$ cat src/rtl/burst_addr_pkg.sv
package burst_addr_pkg;

    // Source of the address used in a cycle
    typedef enum logic [1:0] {
        SRC_HOLD   = 2'd0,
        SRC_INC    = 2'd1,
        SRC_LOAD   = 2'd2,
        SRC_RECALL = 2'd3
    } addr_src_e;

    // Decoded control for one cycle
    typedef struct packed {
        addr_src_e src;
        logic      capture;
    } addr_ctl_t;

    // Priority: recall, then load, then count, then hold
    function automatic addr_src_e pick_src(input logic recall,
                                           input logic load,
                                           input logic count);
        if (recall)     return SRC_RECALL;
        else if (load)  return SRC_LOAD;
        else if (count) return SRC_INC;
        else            return SRC_HOLD;
    endfunction

endpackage

$ cat src/rtl/bac_ctrl.sv
module bac_ctrl
    import burst_addr_pkg::*;
(
    input  logic      load,
    input  logic      count,
    input  logic      recall,
    output addr_ctl_t ctl
);
    always_comb begin
        ctl.src     = pick_src(recall, load, count);
        ctl.capture = (ctl.src == SRC_LOAD);
    end
endmodule

$ cat src/rtl/bac_repeat.sv
module bac_repeat #(
    parameter int ADDR_W = 18
) (
    input  logic              clk,
    input  logic              clr,
    input  logic              capture,
    input  logic [ADDR_W-1:0] d,
    output logic [ADDR_W-1:0] q
);
    always_ff @(posedge clk) begin
        if (clr)          q <= '0;
        else if (capture) q <= d;
    end
endmodule

$ cat src/rtl/bac_counter.sv
module bac_counter
    import burst_addr_pkg::*;
#(
    parameter int ADDR_W = 18
) (
    input  logic              clk,
    input  logic              rst,
    input  addr_src_e         src,
    input  logic [ADDR_W-1:0] ext_addr,
    input  logic [ADDR_W-1:0] rpt_addr,
    output logic [ADDR_W-1:0] eff_addr,
    output logic [ADDR_W-1:0] cur_addr
);
    localparam logic [ADDR_W-1:0] ONE     = ADDR_W'(1);
    localparam logic [ADDR_W-1:0] ALL_ONE = '1;

    logic [ADDR_W-1:0] inc_addr;
    assign inc_addr = cur_addr + ONE;   // width-truncated, wraps to zero

    always_comb begin
        unique case (src)
            SRC_RECALL: eff_addr = rpt_addr;
            SRC_LOAD:   eff_addr = ext_addr;
            SRC_INC:    eff_addr = inc_addr;
            default:    eff_addr = cur_addr;
        endcase
    end

    always_ff @(posedge clk) begin
        if (rst) cur_addr <= '0;
        else     cur_addr <= eff_addr;
    end

    // wrap from all ones
    p_wrap_zero_r6: assert property (@(posedge clk) disable iff (rst)
        (src == SRC_INC && cur_addr == ALL_ONE) |=> (cur_addr == '0));

    // reset clears the internal address
    p_reset_clear_r7: assert property (@(posedge clk)
        rst |=> (cur_addr == '0));
endmodule

$ cat src/rtl/burst_addr_gen.sv
module burst_addr_gen
    import burst_addr_pkg::*;
#(
    parameter int ADDR_W    = 18,
    parameter bit RPT_CLEAR = 1'b0
) (
    input  logic              clk,
    input  logic              rst,
    input  logic [ADDR_W-1:0] ext_addr,
    input  logic              load,
    input  logic              count,
    input  logic              recall,
    output logic [ADDR_W-1:0] addr_out
);
    addr_ctl_t         ctl;
    logic              rpt_clr;
    logic [ADDR_W-1:0] rpt_q;
    logic [ADDR_W-1:0] cur_q;

    generate
        if (RPT_CLEAR) begin : g_rpt_clear
            assign rpt_clr = rst;
        end else begin : g_rpt_keep
            assign rpt_clr = 1'b0;
        end
    endgenerate

    bac_ctrl u_ctrl (
        .load   (load),
        .count  (count),
        .recall (recall),
        .ctl    (ctl)
    );

    bac_repeat #(.ADDR_W(ADDR_W)) u_rpt (
        .clk     (clk),
        .clr     (rpt_clr),
        .capture (ctl.capture),
        .d       (ext_addr),
        .q       (rpt_q)
    );

    bac_counter #(.ADDR_W(ADDR_W)) u_cnt (
        .clk      (clk),
        .rst      (rst),
        .src      (ctl.src),
        .ext_addr (ext_addr),
        .rpt_addr (rpt_q),
        .eff_addr (addr_out),
        .cur_addr (cur_q)
    );

    // a load without recall becomes the internal address
    p_load_takes_r1: assert property (@(posedge clk) disable iff (rst)
        (load && !recall) |=> (cur_q == $past(ext_addr)));

    // a count alone advances by one
    p_count_step_r2: assert property (@(posedge clk) disable iff (rst)
        (!recall && !load && count) |=> (cur_q == $past(cur_q) + ADDR_W'(1)));

    // no control leaves the address alone
    p_idle_hold_r3: assert property (@(posedge clk) disable iff (rst)
        (!recall && !load && !count) |=> $stable(cur_q));

    // recall restores the saved address
    p_recall_back_r4: assert property (@(posedge clk) disable iff (rst)
        recall |=> (cur_q == $past(rpt_q)));

    // the saved address changes only on an effective load
    p_rpt_capture_r5: assert property (@(posedge clk) disable iff (rst)
        (load && !recall) |=> (rpt_q == $past(ext_addr)));
    p_rpt_keep_r5: assert property (@(posedge clk) disable iff (rst)
        !(load && !recall) |=> $stable(rpt_q));
endmodule

$ cat config.mk
export PLATFORM = sky130hd
export DESIGN_NAME = burst_addr_gen
export DESIGN_NICKNAME = d
export VERILOG_FILES = /design/src/rtl/burst_addr_pkg.sv /design/src/rtl/bac_ctrl.sv /design/src/rtl/bac_repeat.sv /design/src/rtl/bac_counter.sv /design/src/rtl/burst_addr_gen.sv
export SDC_FILE = /design/constraint.sdc
export NUM_CORES = 1
export LEC_CHECK = 0
export ABC_AREA = 1
export ABC_CLOCK_PERIOD_IN_PS = 3100
export BUFFER_PORTS_ARGS = -buffer_cell sky130_fd_sc_hd__buf_4
export CORE_MARGIN = 10
export CORE_UTILIZATION = 25
export DETAILED_ROUTE_END_ITERATION = 16
export GPL_TIMING_DRIVEN = 0
export SLEW_MARGIN = 20
export SYNTH_ARGS = -nofsm -noshare
export SYNTH_HDL_FRONTEND = slang
export SYNTH_SLANG_ARGS = --single-unit
$ cat constraint.sdc
create_clock -name clk -period 3.1 [get_ports clk]
set_clock_uncertainty 0.2 [all_clocks]
set_input_delay 0.155 -clock clk [delete_from_list [all_inputs] [get_ports clk]]
set_output_delay 0.155 -clock clk [all_outputs]
set_load 0.005 [all_outputs]
==> impl_metrics.tcl <==
set metrics [dict create \
    synthDistinctLibCells 29 \
    antenna_left 0 \
    regArea_um2 900.9 \
    arrival_ps 1860 \
    worstMarginPinSlew_ps 583.6 \
    max-vdd-ir-drop_mv 0.1906 \
    r2r_cells 9 \
    yosysSeqAreaShare_pct 43.66 \
    chipHeight_um 110.8 \
    drtIter0Drc 89 \
    reg2reg_to "u_cnt.cur_addr[12]" \
    reg2reg_setup_slack_ps 1320 \
    overflow 0 \
    grt_max_degree 28 \
    worstSetupPathType "register to output pin" \
    synth.avg_cell_area_um2 7.189 \
    fin_setup_tns_ps 0 \
    cts_buffer_depth 2 \
    hold_viol 0 \
    total_leakage_power_nw 1.248 \
    cts_sinks 36 \
    p_per_area_nw_per_um2 394.4 \
    setup_viol 0 \
    timing.max_slew.rel_slack_pct 61.09 \
    grt_pass1_wl_um 9742 \
    die_x_um 110.8 \
    min_from "count" \
    status "complete, no violations" \
    maxSlewViolCount 0 \
    first_pass_iters 4 \
    syn_area_um2 2063 \
    grt.total_usage_pct 9.355 \
    portBuffers 40 \
    yosysWarnings 0 \
    rsz0062_at_grt "false" \
    hold-path-cell-count 6 \
    start_kind "register" \
    multi_input_area_um2 975.9 \
    layout.cells.non_filler 459 \
    hold_class "input port to register" \
    routedWlPerCell_um 12.29 \
    num_rows 33 \
    syn_inst 287 \
    maxCapViolCount 0 \
    via_per_inst 4.301 \
    timing.fmax_mhz 451.5 \
    fin_crit_ps 2215 \
    pin_count 41 \
    post-dp-hpwl_um 4279 \
    crit_required_ps 2740 \
    cts_tree "yes" \
    drt_wl_total_um 5640 \
    fill_cells 854 \
    num_antenna_cells 0 \
    layout.nets 377 \
    clock_latency_ps 290 \
    core_um2 8134 \
    syn_to_final_growth_pct 34.02 \
    cts_buffers 5 \
    cts.clk_slew.worst_paths_ps 80 \
    placedCellCount 432 \
    fin_crit_sh_pct 71.45 \
    drc 0 \
    place_congestion 0.8725 \
    critPathMaxFanout 5 \
    post_cts_buffers 0 \
    final_layout_size_suffix_gt1_share_pct 21.47 \
    hold_end "u_cnt.cur_addr[10]" \
    regToRegStartpoint "u_cnt.cur_addr[0]" \
    crit_path_end_kind "output pin" \
    start_util_pct 25.37 \
    root_buffer "clkbuf_8" \
    h-tree-depth 2 \
    num_vias 1974 \
    antenna_found_initial 0 \
    grt_pass1_vias 2054 \
    synthesis.nets 311 \
    synth-seq-cells 36 \
    die_area_um2 12290 \
]
## cell type report
| class | instances | area share, % |
|---|---|---|
| Timing Repair Buffer | 59 | 17.74 |
| Multi-Input combinational cell | 207 | 35.29 |
| Clock buffer | 7 | 2.760 |
| Sequential cell | 36 | 32.58 |
| Tap cell | 105 | 4.751 |
| Buffer | 7 | 1.719 |
| Clock inverter | 1 | 0.1357 |
| Inverter | 37 | 5.023 |
## kinds of logic after synthesis
family,synth area share [%]
AND/OR/NAND/NOR,39.84
buffers and inverters,9.035
flip-flops,43.66
AO/OA/AOI/OAI,6.428
XOR/XNOR,0.4246
adder cells (fa/ha/maj),0.6063
## state kept, by name, summed over array words and instances, names as in the netlist
signal / flops
u_cnt.cur_addr: 18
u_rpt.q: 18
## layout by cell type, fill, tap and decap left out
| cell type | synthesis | final |
|---|---|---|
| nand2_1 | 101 | 101 |
| o21bai_1 | 1 | 1 |
| dfxtp_1 | 18 | 18 |
| nor2_4 | 4 | 4 |
| clkbuf_1 | 1 | 3 |
| nor3_1 | 1 | 1 |
| clkbuf_8 | 0 | 5 |
| or2_2 | 1 | 1 |
| nor3_2 | 1 | 1 |
| nor2_1 | 31 | 31 |
| edfxtp_1 | 18 | 18 |
| buf_4 | 3 | 43 |
| o21ai_0 | 2 | 2 |
| and2_4 | 1 | 1 |
| nand4_2 | 1 | 1 |
| ha_1 | 1 | 1 |
| a221oi_2 | 2 | 2 |
| xor2_1 | 1 | 1 |
| nand3_1 | 22 | 22 |
| nand2_2 | 5 | 5 |
| and2_1 | 2 | 2 |
| a21oi_1 | 14 | 14 |
| nand4_1 | 7 | 7 |
| buf_6 | 1 | 1 |
| nand3_2 | 1 | 1 |
| clkinv_1 | 0 | 1 |
| buf_2 | 2 | 2 |
| nor2_2 | 5 | 5 |
| inv_1 | 33 | 33 |
| dlygate4sd3_1 | 0 | 19 |
| o21ai_1 | 3 | 3 |
| inv_2 | 4 | 4 |
## cells in the mapped netlist, drive strengths merged
| library cell | number | area, um^2 |
|---|---|---|
| nand4 | 8 | 56.30 |
| a221oi | 2 | 30.03 |
| o21ai | 5 | 25.02 |
| edfxtp | 18 | 540.5 |
| o21bai | 1 | 7.510 |
| or2 | 1 | 6.260 |
| xor2 | 1 | 8.760 |
| ha | 1 | 12.51 |
| dfxtp | 18 | 360.4 |
| a21oi | 14 | 70.07 |
| clkbuf | 1 | 3.750 |
| nand2 | 106 | 410.4 |
| nor2 | 40 | 192.7 |
| nor3 | 2 | 15.01 |
| nand3 | 23 | 120.1 |
| and2 | 3 | 21.27 |
| inv | 37 | 138.9 |
| buf | 6 | 43.79 |
## report_power, final
group          internal, mW  switching [mW]
Sequential            0.535          0.0257
Combinational         0.104           0.105
Clock                 0.157           0.165
Total                 0.795           0.296
## critical path, cell delays in order, from the launching register on
cell and delay (ps):
dfxtp_1 420, ha_1 230, nand2_2 120, nor2_4 180
and2_4 180, nand3_1 60, nand2_1 70, nand2_1 40
nand2_1 100, inv_1 50, buf_4 130
## worst max path at each step
stage | slack [ps] | end | from | cells past startpoint
floorplan | 1510 | addr_out[16] | u_cnt.cur_addr[0] | 10
global placement | 1120 | addr_out[12] | recall | 11
detailed placement | 1110 | addr_out[12] | recall | 11
CTS | 860 | addr_out[12] | u_cnt.cur_addr[0] | 10
global route | 700 | addr_out[16] | u_cnt.cur_addr[0] | 11
finish | 890 | addr_out[12] | u_cnt.cur_addr[0] | 10
## through the flow
step	worst slack (ps)	area, um^2	util [%]	hold WS [ps]	total power, mW
floorplan	1509	2063	-	23.03	0.6667
global placement	1121	2495	30.67	143.5	0.7602
detailed placement	1108	2495	30.67	144.8	0.7645
CTS	861.1	2765	33.99	91.52	1.109
global route	700.7	2765	33.99	124.4	1.159
finish	885.2	2765	33.99	101.8	1.091
## metal layers
layer  vias to the layer above  track usage, %  share of wire, %
met4                         0           3.125               1.7
li1                       1047               -                 -
met1                       879           11.16                47
met2                        38           16.04                47
met5                         -               0                 0
met3                        10           2.165               4.2
## timing repair
action	in CTS	in global routing
hold endpoints to repair	22	0
setup endpoints to repair	0	0
gates resized for setup	0	0
hold buffers	19	0
No activity file was read; power rests on OpenSTA's default activity.
